**src/rtl/mreg_pkg.sv**
```systemverilog
package mreg_pkg;

  localparam int LIST_W     = 5;
  localparam int LIST_CNT_W = 4;
  localparam int REG_IDX_W  = 5;
  localparam int TABLE_LEN  = 9;
  localparam int LOW_RUN    = 8;   // entries 0..7 map to registers 16..23
  localparam int LOW_BASE   = 16;
  localparam int TAIL_REG   = 30;
  localparam int RA_REG     = 31;
  localparam int WORD_W     = 32;
  localparam int WORD_BYTES = 4;
  localparam int DWORD_BYTES = 8;

  typedef enum logic [1:0] {
    ST_IDLE = 2'd0,
    ST_XFER = 2'd1,
    ST_FIN  = 2'd2
  } seqState_t;

  typedef struct packed {
    logic capture;   // latch operation parameters
    logic advance;   // current transfer completed
  } seqStrb_t;

  function automatic logic [REG_IDX_W-1:0] tableReg(input logic [LIST_CNT_W-1:0] pos);
    if (pos < LIST_CNT_W'(LOW_RUN))
      return REG_IDX_W'(LOW_BASE) + REG_IDX_W'(pos);
    else
      return REG_IDX_W'(TAIL_REG);
  endfunction

endpackage

```
**src/rtl/mreg_dp.sv**
```systemverilog
module mreg_dp
  import mreg_pkg::*;
#(
  parameter int XLEN   = 64,
  parameter int ADDR_W = 32
) (
  input  logic                 clk,
  input  logic                 rstN,
  input  seqStrb_t             strb,
  input  logic [ADDR_W-1:0]    startAddr,
  input  logic [LIST_W-1:0]    listField,
  input  logic                 isLoad,
  input  logic                 isDouble,
  input  logic [XLEN-1:0]      rfRdData,
  input  logic [XLEN-1:0]      memRData,
  output logic                 startEmpty,
  output logic                 lastXfer,
  output logic                 loadMode,
  output logic                 dwMode,
  output logic [ADDR_W-1:0]    curAddr,
  output logic [REG_IDX_W-1:0] curReg,
  output logic [XLEN-1:0]      memWData,
  output logic [XLEN-1:0]      rfWrData
);

  localparam int CNT_W = $clog2(TABLE_LEN + 2);

  logic [LIST_CNT_W-1:0] rawCnt;
  logic                  rawRa;
  logic                  cntValid;
  logic [CNT_W-1:0]      cntDecoded;
  logic [CNT_W-1:0]      tblCnt;
  logic                  raReq;
  logic [CNT_W-1:0]      stepIdx;
  logic [CNT_W-1:0]      totalXfers;
  logic [ADDR_W-1:0]     strideBytes;

  assign rawCnt     = listField[LIST_CNT_W-1:0];
  assign rawRa      = listField[LIST_W-1];
  assign cntValid   = (rawCnt != '0) && (rawCnt <= LIST_CNT_W'(TABLE_LEN));
  assign cntDecoded = cntValid ? CNT_W'(rawCnt) : '0;
  assign startEmpty = (cntDecoded == '0) && !rawRa;

  assign totalXfers = tblCnt + CNT_W'(raReq);
  assign lastXfer   = (stepIdx + CNT_W'(1)) == totalXfers;
  assign strideBytes = dwMode ? ADDR_W'(DWORD_BYTES) : ADDR_W'(WORD_BYTES);

  always_comb begin
    if (stepIdx < tblCnt)
      curReg = tableReg(LIST_CNT_W'(stepIdx));
    else
      curReg = REG_IDX_W'(RA_REG);
  end

  always_ff @(posedge clk) begin
    if (!rstN) begin
      curAddr  <= '0;
      stepIdx  <= '0;
      tblCnt   <= '0;
      raReq    <= 1'b0;
      loadMode <= 1'b0;
      dwMode   <= 1'b0;
    end else if (strb.capture) begin
      curAddr  <= startAddr;
      stepIdx  <= '0;
      tblCnt   <= cntDecoded;
      raReq    <= rawRa;
      loadMode <= isLoad;
      dwMode   <= isDouble;
    end else if (strb.advance) begin
      curAddr  <= curAddr + strideBytes;
      stepIdx  <= stepIdx + CNT_W'(1);
    end
  end

  generate
    if (XLEN > WORD_W) begin : g_wide
      assign memWData = dwMode ? rfRdData
                               : {{(XLEN-WORD_W){1'b0}}, rfRdData[WORD_W-1:0]};
      assign rfWrData = dwMode ? memRData
                               : {{(XLEN-WORD_W){memRData[WORD_W-1]}}, memRData[WORD_W-1:0]};
    end else begin : g_narrow
      assign memWData = rfRdData;
      assign rfWrData = memRData;
    end
  endgenerate

  // the step index never moves past the last selected transfer
  p_step_bound_r3: assert property (@(posedge clk) disable iff (!rstN)
    strb.advance |-> (stepIdx < totalXfers));

  // a captured operation never holds more transfers than table plus one
  p_count_window_r2: assert property (@(posedge clk) disable iff (!rstN)
    strb.capture |=> (tblCnt <= CNT_W'(TABLE_LEN)));

endmodule

```
**src/rtl/mreg_ctrl.sv**
```systemverilog
module mreg_ctrl
  import mreg_pkg::*;
(
  input  logic     clk,
  input  logic     rstN,
  input  logic     start,
  input  logic     startEmpty,
  input  logic     lastXfer,
  input  logic     loadMode,
  input  logic     memAck,
  output seqStrb_t strb,
  output logic     memReq,
  output logic     rfWrEn,
  output logic     busy,
  output logic     done
);

  seqState_t state, stateNext;

  always_comb begin
    stateNext    = state;
    strb.capture = 1'b0;
    strb.advance = 1'b0;
    memReq       = 1'b0;
    rfWrEn       = 1'b0;
    done         = 1'b0;
    unique case (state)
      ST_IDLE: begin
        if (start) begin
          strb.capture = 1'b1;
          stateNext    = startEmpty ? ST_FIN : ST_XFER;
        end
      end
      ST_XFER: begin
        memReq = 1'b1;
        if (memAck) begin
          strb.advance = 1'b1;
          rfWrEn       = loadMode;
          if (lastXfer) stateNext = ST_FIN;
        end
      end
      ST_FIN: begin
        done      = 1'b1;
        stateNext = ST_IDLE;
      end
      default: stateNext = ST_IDLE;
    endcase
  end

  assign busy = (state != ST_IDLE);

  always_ff @(posedge clk) begin
    if (!rstN) state <= ST_IDLE;
    else       state <= stateNext;
  end

  p_done_pulse_r8: assert property (@(posedge clk) disable iff (!rstN)
    done |=> !done);

  p_empty_done_r7: assert property (@(posedge clk) disable iff (!rstN)
    (!busy && start && startEmpty) |=> (done && !memReq));

  p_reset_quiet_r11: assert property (@(posedge clk)
    !rstN |=> (!busy && !memReq && !done));

endmodule

```
**src/rtl/mreg_seq.sv**
```systemverilog
module mreg_seq
  import mreg_pkg::*;
#(
  parameter int XLEN   = 64,
  parameter int ADDR_W = 32
) (
  input  logic                 clk,
  input  logic                 rstN,
  input  logic                 start,
  input  logic [ADDR_W-1:0]    startAddr,
  input  logic [LIST_W-1:0]    listField,
  input  logic                 isLoad,
  input  logic                 isDouble,
  output logic                 busy,
  output logic                 done,
  output logic [REG_IDX_W-1:0] rfRdIdx,
  input  logic [XLEN-1:0]      rfRdData,
  output logic                 rfWrEn,
  output logic [REG_IDX_W-1:0] rfWrIdx,
  output logic [XLEN-1:0]      rfWrData,
  output logic                 memReq,
  output logic                 memWe,
  output logic                 memDword,
  output logic [ADDR_W-1:0]    memAddr,
  output logic [XLEN-1:0]      memWData,
  input  logic                 memAck,
  input  logic [XLEN-1:0]      memRData
);

  seqStrb_t              strb;
  logic                  startEmpty;
  logic                  lastXfer;
  logic                  loadMode;
  logic                  dwMode;
  logic [REG_IDX_W-1:0]  curReg;

  mreg_ctrl u_ctrl (
    .clk        (clk),
    .rstN       (rstN),
    .start      (start),
    .startEmpty (startEmpty),
    .lastXfer   (lastXfer),
    .loadMode   (loadMode),
    .memAck     (memAck),
    .strb       (strb),
    .memReq     (memReq),
    .rfWrEn     (rfWrEn),
    .busy       (busy),
    .done       (done)
  );

  mreg_dp #(.XLEN(XLEN), .ADDR_W(ADDR_W)) u_dp (
    .clk        (clk),
    .rstN       (rstN),
    .strb       (strb),
    .startAddr  (startAddr),
    .listField  (listField),
    .isLoad     (isLoad),
    .isDouble   (isDouble),
    .rfRdData   (rfRdData),
    .memRData   (memRData),
    .startEmpty (startEmpty),
    .lastXfer   (lastXfer),
    .loadMode   (loadMode),
    .dwMode     (dwMode),
    .curAddr    (memAddr),
    .curReg     (curReg),
    .memWData   (memWData),
    .rfWrData   (rfWrData)
  );

  assign rfRdIdx  = curReg;
  assign rfWrIdx  = curReg;
  assign memWe    = !loadMode;
  assign memDword = dwMode;

  p_req_hold_r6: assert property (@(posedge clk) disable iff (!rstN)
    (memReq && !memAck) |=> (memReq && $stable(memAddr) && $stable(memWe)));

  p_addr_step_r4: assert property (@(posedge clk) disable iff (!rstN)
    (memReq && $past(memReq && memAck)) |->
      (memAddr == $past(memAddr) + (memDword ? ADDR_W'(DWORD_BYTES) : ADDR_W'(WORD_BYTES))));

  p_write_on_ack_r10: assert property (@(posedge clk) disable iff (!rstN)
    rfWrEn |-> (memReq && memAck && !memWe));

  p_mode_hold_r9: assert property (@(posedge clk) disable iff (!rstN)
    busy |=> ($stable(memDword) && $stable(memWe)));

  generate
    if (XLEN > WORD_W) begin : g_sext_chk
      p_sext_r5: assert property (@(posedge clk) disable iff (!rstN)
        (rfWrEn && !memDword) |->
          (rfWrData == {{(XLEN-WORD_W){memRData[WORD_W-1]}}, memRData[WORD_W-1:0]}));
    end
  endgenerate

endmodule

```
**config.mk**
```make
export PLATFORM = sky130hd
export DESIGN_NAME = mreg_seq
export DESIGN_NICKNAME = d
export VERILOG_FILES = /design/src/rtl/mreg_pkg.sv /design/src/rtl/mreg_dp.sv /design/src/rtl/mreg_ctrl.sv /design/src/rtl/mreg_seq.sv
export SDC_FILE = /design/constraint.sdc
export NUM_CORES = 1
export LEC_CHECK = 0
export BUFFER_PORTS_ARGS = -buffer_cell sky130_fd_sc_hd__buf_2
export CAP_MARGIN = 30
export CORE_AREA = 10 10 126 128
export DETAILED_ROUTE_END_ITERATION = 10
export DIE_AREA = 0 0 136 138
export PLACE_DENSITY_LB_ADDON = 0.05
export SYNTH_ARGS = -nofsm -noshare
export SYNTH_HDL_FRONTEND = slang
export SYNTH_HIERARCHICAL = 1
export SYNTH_SLANG_ARGS = --single-unit
```
**constraint.sdc**
```tcl
create_clock -name clk -period 3.4 [get_ports clk]
set_input_delay 0.68 -clock clk [delete_from_list [all_inputs] [get_ports clk]]
set_output_delay 0.68 -clock clk [all_outputs]
set_load 0.05 [all_outputs]
```
==> results.cfg, run 1 <==
[sta]
worst_clock_skew_ps = 7.983
finalHoldViolCount = 0
slew_violations = 0
fin_crit_ps = 2742
slew_headroom = 0.4805
max_freq_ghz = 0.3647
fin_hold_ws_ps = 497.8
timing.final.crit_share = 0.8065
rsz0062_at_grt = no
worstMarginPinSlew_ps = 772.2
tns_ps = 0
setup_viol = 0

[hold_path]
hp-class = reg2reg

[floorplan]
core-area_sq_um = 13500
die_w_microns = 136
start_util = 0.2749
fp-row-count = 43
die_height_microns = 138
die-area_sq_um = 18770
io_pins = 347

[placed_design]
dp_hpwl_microns = 12230
gp_congestion = 0.8026
portBuffers = 218

[cts]
hold_buffers = 0
cts_tree = yes
cts_buffer_depth = 2
path_clk_slew_ps = 70
post_cts_resized = 0
clock_latency_ps = 280
post_cts.repair.setup_buffers = 0
cts.sinks = 45
cts_buffers = 5
cts-root-buf = clkbuf_16
htreeDepth = 2

[routing]
dr.pass1.iters = 4
routed_via_density = 4.711
wl_microns = 14940
via_count = 3844
drc_errors = 0
final_antenna_net_count = 0
drtIter0Drc = 171
routedWlPerCell_microns = 18.31

[power]
power.total_uw = 2045
p_per_area_nw_per_um2 = 444.2
leakagePower_uw = 0.002254
ir_worst_vdd_v = 0.0002184

[critical_path]
end_kind = flop
cpPeakStageDelay_ps = 650
critPathLaunchType = flop
critPathMaxFanout = 8
crit_chain = inv_1 -> ha_1 -> inv_1 -> fa_1 -> nand3b_1 -> or4_1 -> or4_1 -> a31oi_1
cp.required_ps = 3610
critical_path_arrival_ps = 2950
path_class = reg2reg
slowest_stage = or4_1

[cells_and_area]
num-fill-cells = 1484
antennaDiodeCount = 0
drive_gt1_frac = 0.3821
final_common_cell = buf_2
nets = 815
final_core_util = 0.3409
areaGrowthSynthToFinish_pct = 24.00
layout_common_cells = buf_2, nand2_1, dfxtp_1

[synthesis]
synth_flop_cell = dfxtp_1
synth_edf_count = 0
async_flop_share = 0
synth_seq_cells = 45
synth_cell_types = 54
ys_seq_area_frac = 0.2427
syn_inst = 499
avgSynthCellArea_sq_um = 7.439
synthesis.area_sq_um = 3712
syn_nets = 679
yosysWarnings = 6

[grt]
antenna_found_initial = 0
grt_use_total = 0.1504
grt_max_degree = 68
grt.overflow.total = 0
grt_pass1_vias = 3787
grt_first_pass_wirelength_microns = 23060

[outcome]
status = finished clean

[flow_run]
drv_cap = 0
power breakdown:
group / leakage [uW] / internal [uW] / switching, uW
logic: 0.00181 / 237 / 679
registers: 0.000371 / 579 / 72.1
clock network: 0.0000696 / 270 / 208
total: 0.00225 / 1090 / 959
layout make-up:
cell class / instances / area [sq um] / share of cell area
clock inverters: 3 / 17.52 / 0.003805
clock buffers: 5 / 125.1 / 0.02718
inverters: 16 / 60.06 / 0.01305
well taps: 180 / 225.2 / 0.04893
repair buffers: 226 / 1151 / 0.2501
multi-input cells: 341 / 2122 / 0.4610
flip-flops and latches: 45 / 902.1 / 0.1960
registers in the layout (all words and copies together), names as in the netlist:
register / cells
u_dp/curAddr: 32
u_dp/dwMode: 1
u_dp/stepIdx: 4
u_dp/raReq: 1
u_dp/loadMode: 1
u_dp/tblCnt: 4
u_ctrl/state: 2
routing by layer:
metal / track usage / vias up / wire length [microns]
li1: - / 1923 / -
met1: 0.1724 / 1746 / 5925
met2: 0.2592 / 151 / 7267
met3: 0.05181 / 24 / 1435
met4: 0.03702 / 0 / 309
met5: 0 / - / 0
Yosys cell counts, types with 2 or more instances:
library cell / number / area share
nand3_1: 15 / 0.020
nor2b_1: 9 / 0.015
o211a_1: 5 / 0.013
a21boi_0: 2 / 0.0040
buf_4: 70 / 0.14
o31ai_1: 9 / 0.018
o211ai_1: 3 / 0.0061
nand2b_1: 5 / 0.0084
nand2_1: 82 / 0.083
and2_1: 35 / 0.059
dfxtp_1: 45 / 0.24
a31oi_1: 10 / 0.017
inv_1: 16 / 0.016
xnor2_1: 14 / 0.033
a211oi_1: 5 / 0.010
nor2_1: 12 / 0.012
nor3_1: 7 / 0.0094
ha_1: 8 / 0.027
nand3b_1: 2 / 0.0040
o311a_1: 2 / 0.0054
nor3b_1: 2 / 0.0040
and3_1: 8 / 0.013
xor2_1: 8 / 0.019
and4_1: 6 / 0.014
buf_1: 7 / 0.0071
clkbuf_1: 19 / 0.019
mux2i_1: 7 / 0.019
nor4_1: 7 / 0.012
or4_1: 11 / 0.022
o21ai_0: 24 / 0.032
nand4_1: 9 / 0.015
a21oi_1: 12 / 0.016
o21a_1: 2 / 0.0040
worst max-delay path: cells and delay by family (launching register included):
| kind | cells | cell delay, ps |
|---|---|---|
| AND/OR/NAND/NOR | 3 | 1460 |
| adder cells (fa/ha/maj) | 2 | 570 |
| buffers and inverters | 2 | 170 |
| flip-flops | 1 | 320 |
| AO/OA/AOI/OAI | 1 | 160 |
final timing paths:
| path | to | depth (start not counted) | start | slack (ps) |
|---|---|---|---|---|
| setup / recovery | u_dp/curAddr[24]$_SDFFE_PN0N_ | 8 | u_dp/dwMode$_SDFFE_PN0P_ | 660 |
| hold / removal | u_dp/tblCnt[0]$_SDFFE_PN0P_ | 2 | u_dp/tblCnt[0]$_SDFFE_PN0P_ | 500 |
| setup reg to reg | u_dp/curAddr[24]$_SDFFE_PN0N_ | 8 | u_dp/dwMode$_SDFFE_PN0P_ | 660 |
| hold reg to reg | u_dp/tblCnt[0]$_SDFFE_PN0P_ | 2 | u_dp/tblCnt[0]$_SDFFE_PN0P_ | 500 |
through the flow:
step                      worst slack, ps  cells  cell area [sq um]
after floorplan                     521.7    499               3712
after global placement              721.8    808               4461
after detailed placement            683.2    808               4461
after CTS                           654.9    816               4603
after global routing                503.5    816               4603
final                               657.8    816               4603
kinds of logic after synthesis:
family	after synthesis	share of synthesized area
other cells	1	0.001010
flops	45	0.2427
compound gates	81	0.1449
xor+xnor	22	0.05191
fa+ha+maj	9	0.03236
buf+inv	113	0.1871
mux	7	0.01888
simple gates	221	0.3212
(Power assumes the default switching activity.)
==> run 2: changes to the inputs <==
==> constraint.sdc (replaced) <==
create_clock -name clk -period 2.54 [get_ports clk]
set_input_delay 0.508 -clock clk [delete_from_list [all_inputs] [get_ports clk]]
set_output_delay 0.508 -clock clk [all_outputs]
set_load 0.05 [all_outputs]
==> run 2 against run 1 <==
  * Via count grew 2.2%
  * Hold slack lost 57 ps
  * First-iteration DRC count shrank 8.8%
  * Highest routed layer unchanged
  * Critical endpoint is now u_dp/curAddr[26]$_SDFFE_PN0N_
  * Worst setup slack lost 530 ps
==> results.cfg, run 2 (synthesis gave the netlist of run 1 again) <==
[outcome]
status = finished clean

[cts]
cts.sinks = 45
path_clk_slew_ps = 60
clock_latency_ps = 290
cts-root-buf = clkbuf_16
hold_buffers = 0
cts_buffer_depth = 2
post_cts.repair.setup_buffers = 0
cts_buffers = 5
cts_tree = yes
htreeDepth = 2
post_cts_resized = 0

[critical_path]
crit_chain = inv_4 -> ha_4 -> inv_2 -> fa_2 -> nand3b_1 -> or4_4 -> or4_1 -> a31oi_1
end_kind = flop
cpPeakStageDelay_ps = 610
path_class = reg2reg
path_buf_inv = 2
critPathLaunchType = flop
critical_path_arrival_ps = 2630
path_delay_family = simple AND/OR/NAND/NOR gates
critPathMaxFanout = 8
slowest_stage = or4_4
cp.required_ps = 2750

[sta]
fin_hold_ws_ps = 440.7
worstMarginPinSlew_ps = 519.6
slew_violations = 0
max_freq_ghz = 0.4139
timing.final.crit_share = 0.9511
fin_crit_ps = 2416
tns_ps = 0
rsz0062_at_grt = no
finalHoldViolCount = 0
setup_ws_ps = 124.1
worst_clock_skew_ps = 4.158
setup_viol = 0
slew_headroom = 0.6527

[routing]
routed_via_density = 4.774
via_count = 3929
drc_errors = 0
drtIter0Drc = 156
routedWlPerCell_microns = 18.96
dr.pass1.iters = 4
final_antenna_net_count = 0
wl_microns = 15610

[power]
p_per_area_nw_per_um2 = 594.8
leakagePower_uw = 0.002292
power.total_uw = 2792
ir_worst_vdd_v = 0.0002270

[grt]
grt.overflow.total = 0
grt_first_pass_wirelength_microns = 23500
grt_max_degree = 67
antenna_found_initial = 1
grt_pass1_vias = 3973
grt_use_total = 0.1551

[cells_and_area]
largest_reg_flops = 32
layout_common_cells = buf_2, nand2_1, dfxtp_1
nets = 821
drive_gt1_frac = 0.4003
final_common_cell = buf_2
fin_cells = 823
regMostFlops = u_dp/curAddr
num-fill-cells = 1490
areaGrowthSynthToFinish_pct = 26.46
reg.largest.list = u_dp/curAddr: 32 flops, u_dp/stepIdx: 4 flops, u_dp/tblCnt: 4 flops

[placed_design]
portBuffers = 218
gp_congestion = 0.9733
dp_hpwl_microns = 12970
dp.cells = 814
dpl_worst_slack_ps = 44.79

[floorplan]
fp-row-count = 43
io_pins = 347
die_height_microns = 138
core-area_sq_um = 13500
die_w_microns = 136
die-area_sq_um = 18770
start_util = 0.2749

[hold_path]
hp-class = in2reg

[flow_run]
drv_cap = 0
-- run 2: cell types whose count changed in the layout (fill, tap and decap cells not counted), sizes merged --
| cell | delta |
|---|---|
| clkbuf | +3 |
| clkinvlp | -1 |
| buf | +6 |
| clkinv | -2 |
| diode | +1 |
-- run 2: cell type report --
class	count	area (sq um)	area share
repair buffers	232	1196	0.2548
inverters	16	62.56	0.01333
clock buffers	8	146.4	0.03118
multi-input cells	341	2152	0.4584
well taps	180	225.2	0.04797
diodes	1	2.502	0.0005330
flip-flops and latches	45	909.6	0.1938
-- run 2: per-stage QoR --
| stage | utilization | cell area (sq um) |
|---|---|---|
| 6_report | 0.3476 | 4695 |
| 5_1_grt | 0.3476 | 4695 |
| 4_1_cts | 0.3468 | 4683 |
| 3_5_place_dp | 0.3360 | 4537 |
| 3_3_place_gp | 0.3360 | 4537 |
| 2_1_floorplan | - | 3755 |
-- run 2: path summary, 6_finish.rpt --
check,cells after the start,slack (ps),start,endpoint
max,8,120,u_dp/dwMode$_SDFFE_PN0P_,u_dp/curAddr[26]$_SDFFE_PN0N_
min,2,440,startAddr[2],u_dp/curAddr[2]$_SDFFE_PN0N_
max reg2reg,8,120,u_dp/dwMode$_SDFFE_PN0P_,u_dp/curAddr[26]$_SDFFE_PN0N_
min reg2reg,2,520,u_dp/curAddr[1]$_SDFFE_PN0P_,u_dp/curAddr[1]$_SDFFE_PN0P_
-- run 2: per-layer routing --
layer | routed length (microns) | track usage | vias to the layer above
met3 | 1441 | 0.05652 | 27
met1 | 5793 | 0.1545 | 1783
met2 | 7941 | 0.2863 | 182
li1 | - | - | 1937
met4 | 430 | 0.05272 | 0
met5 | 0 | 0 | -
-- run 2: power breakdown --
part	switching, uW	internal (uW)
combinational	918	330
sequential	99.1	775
clock	277	393
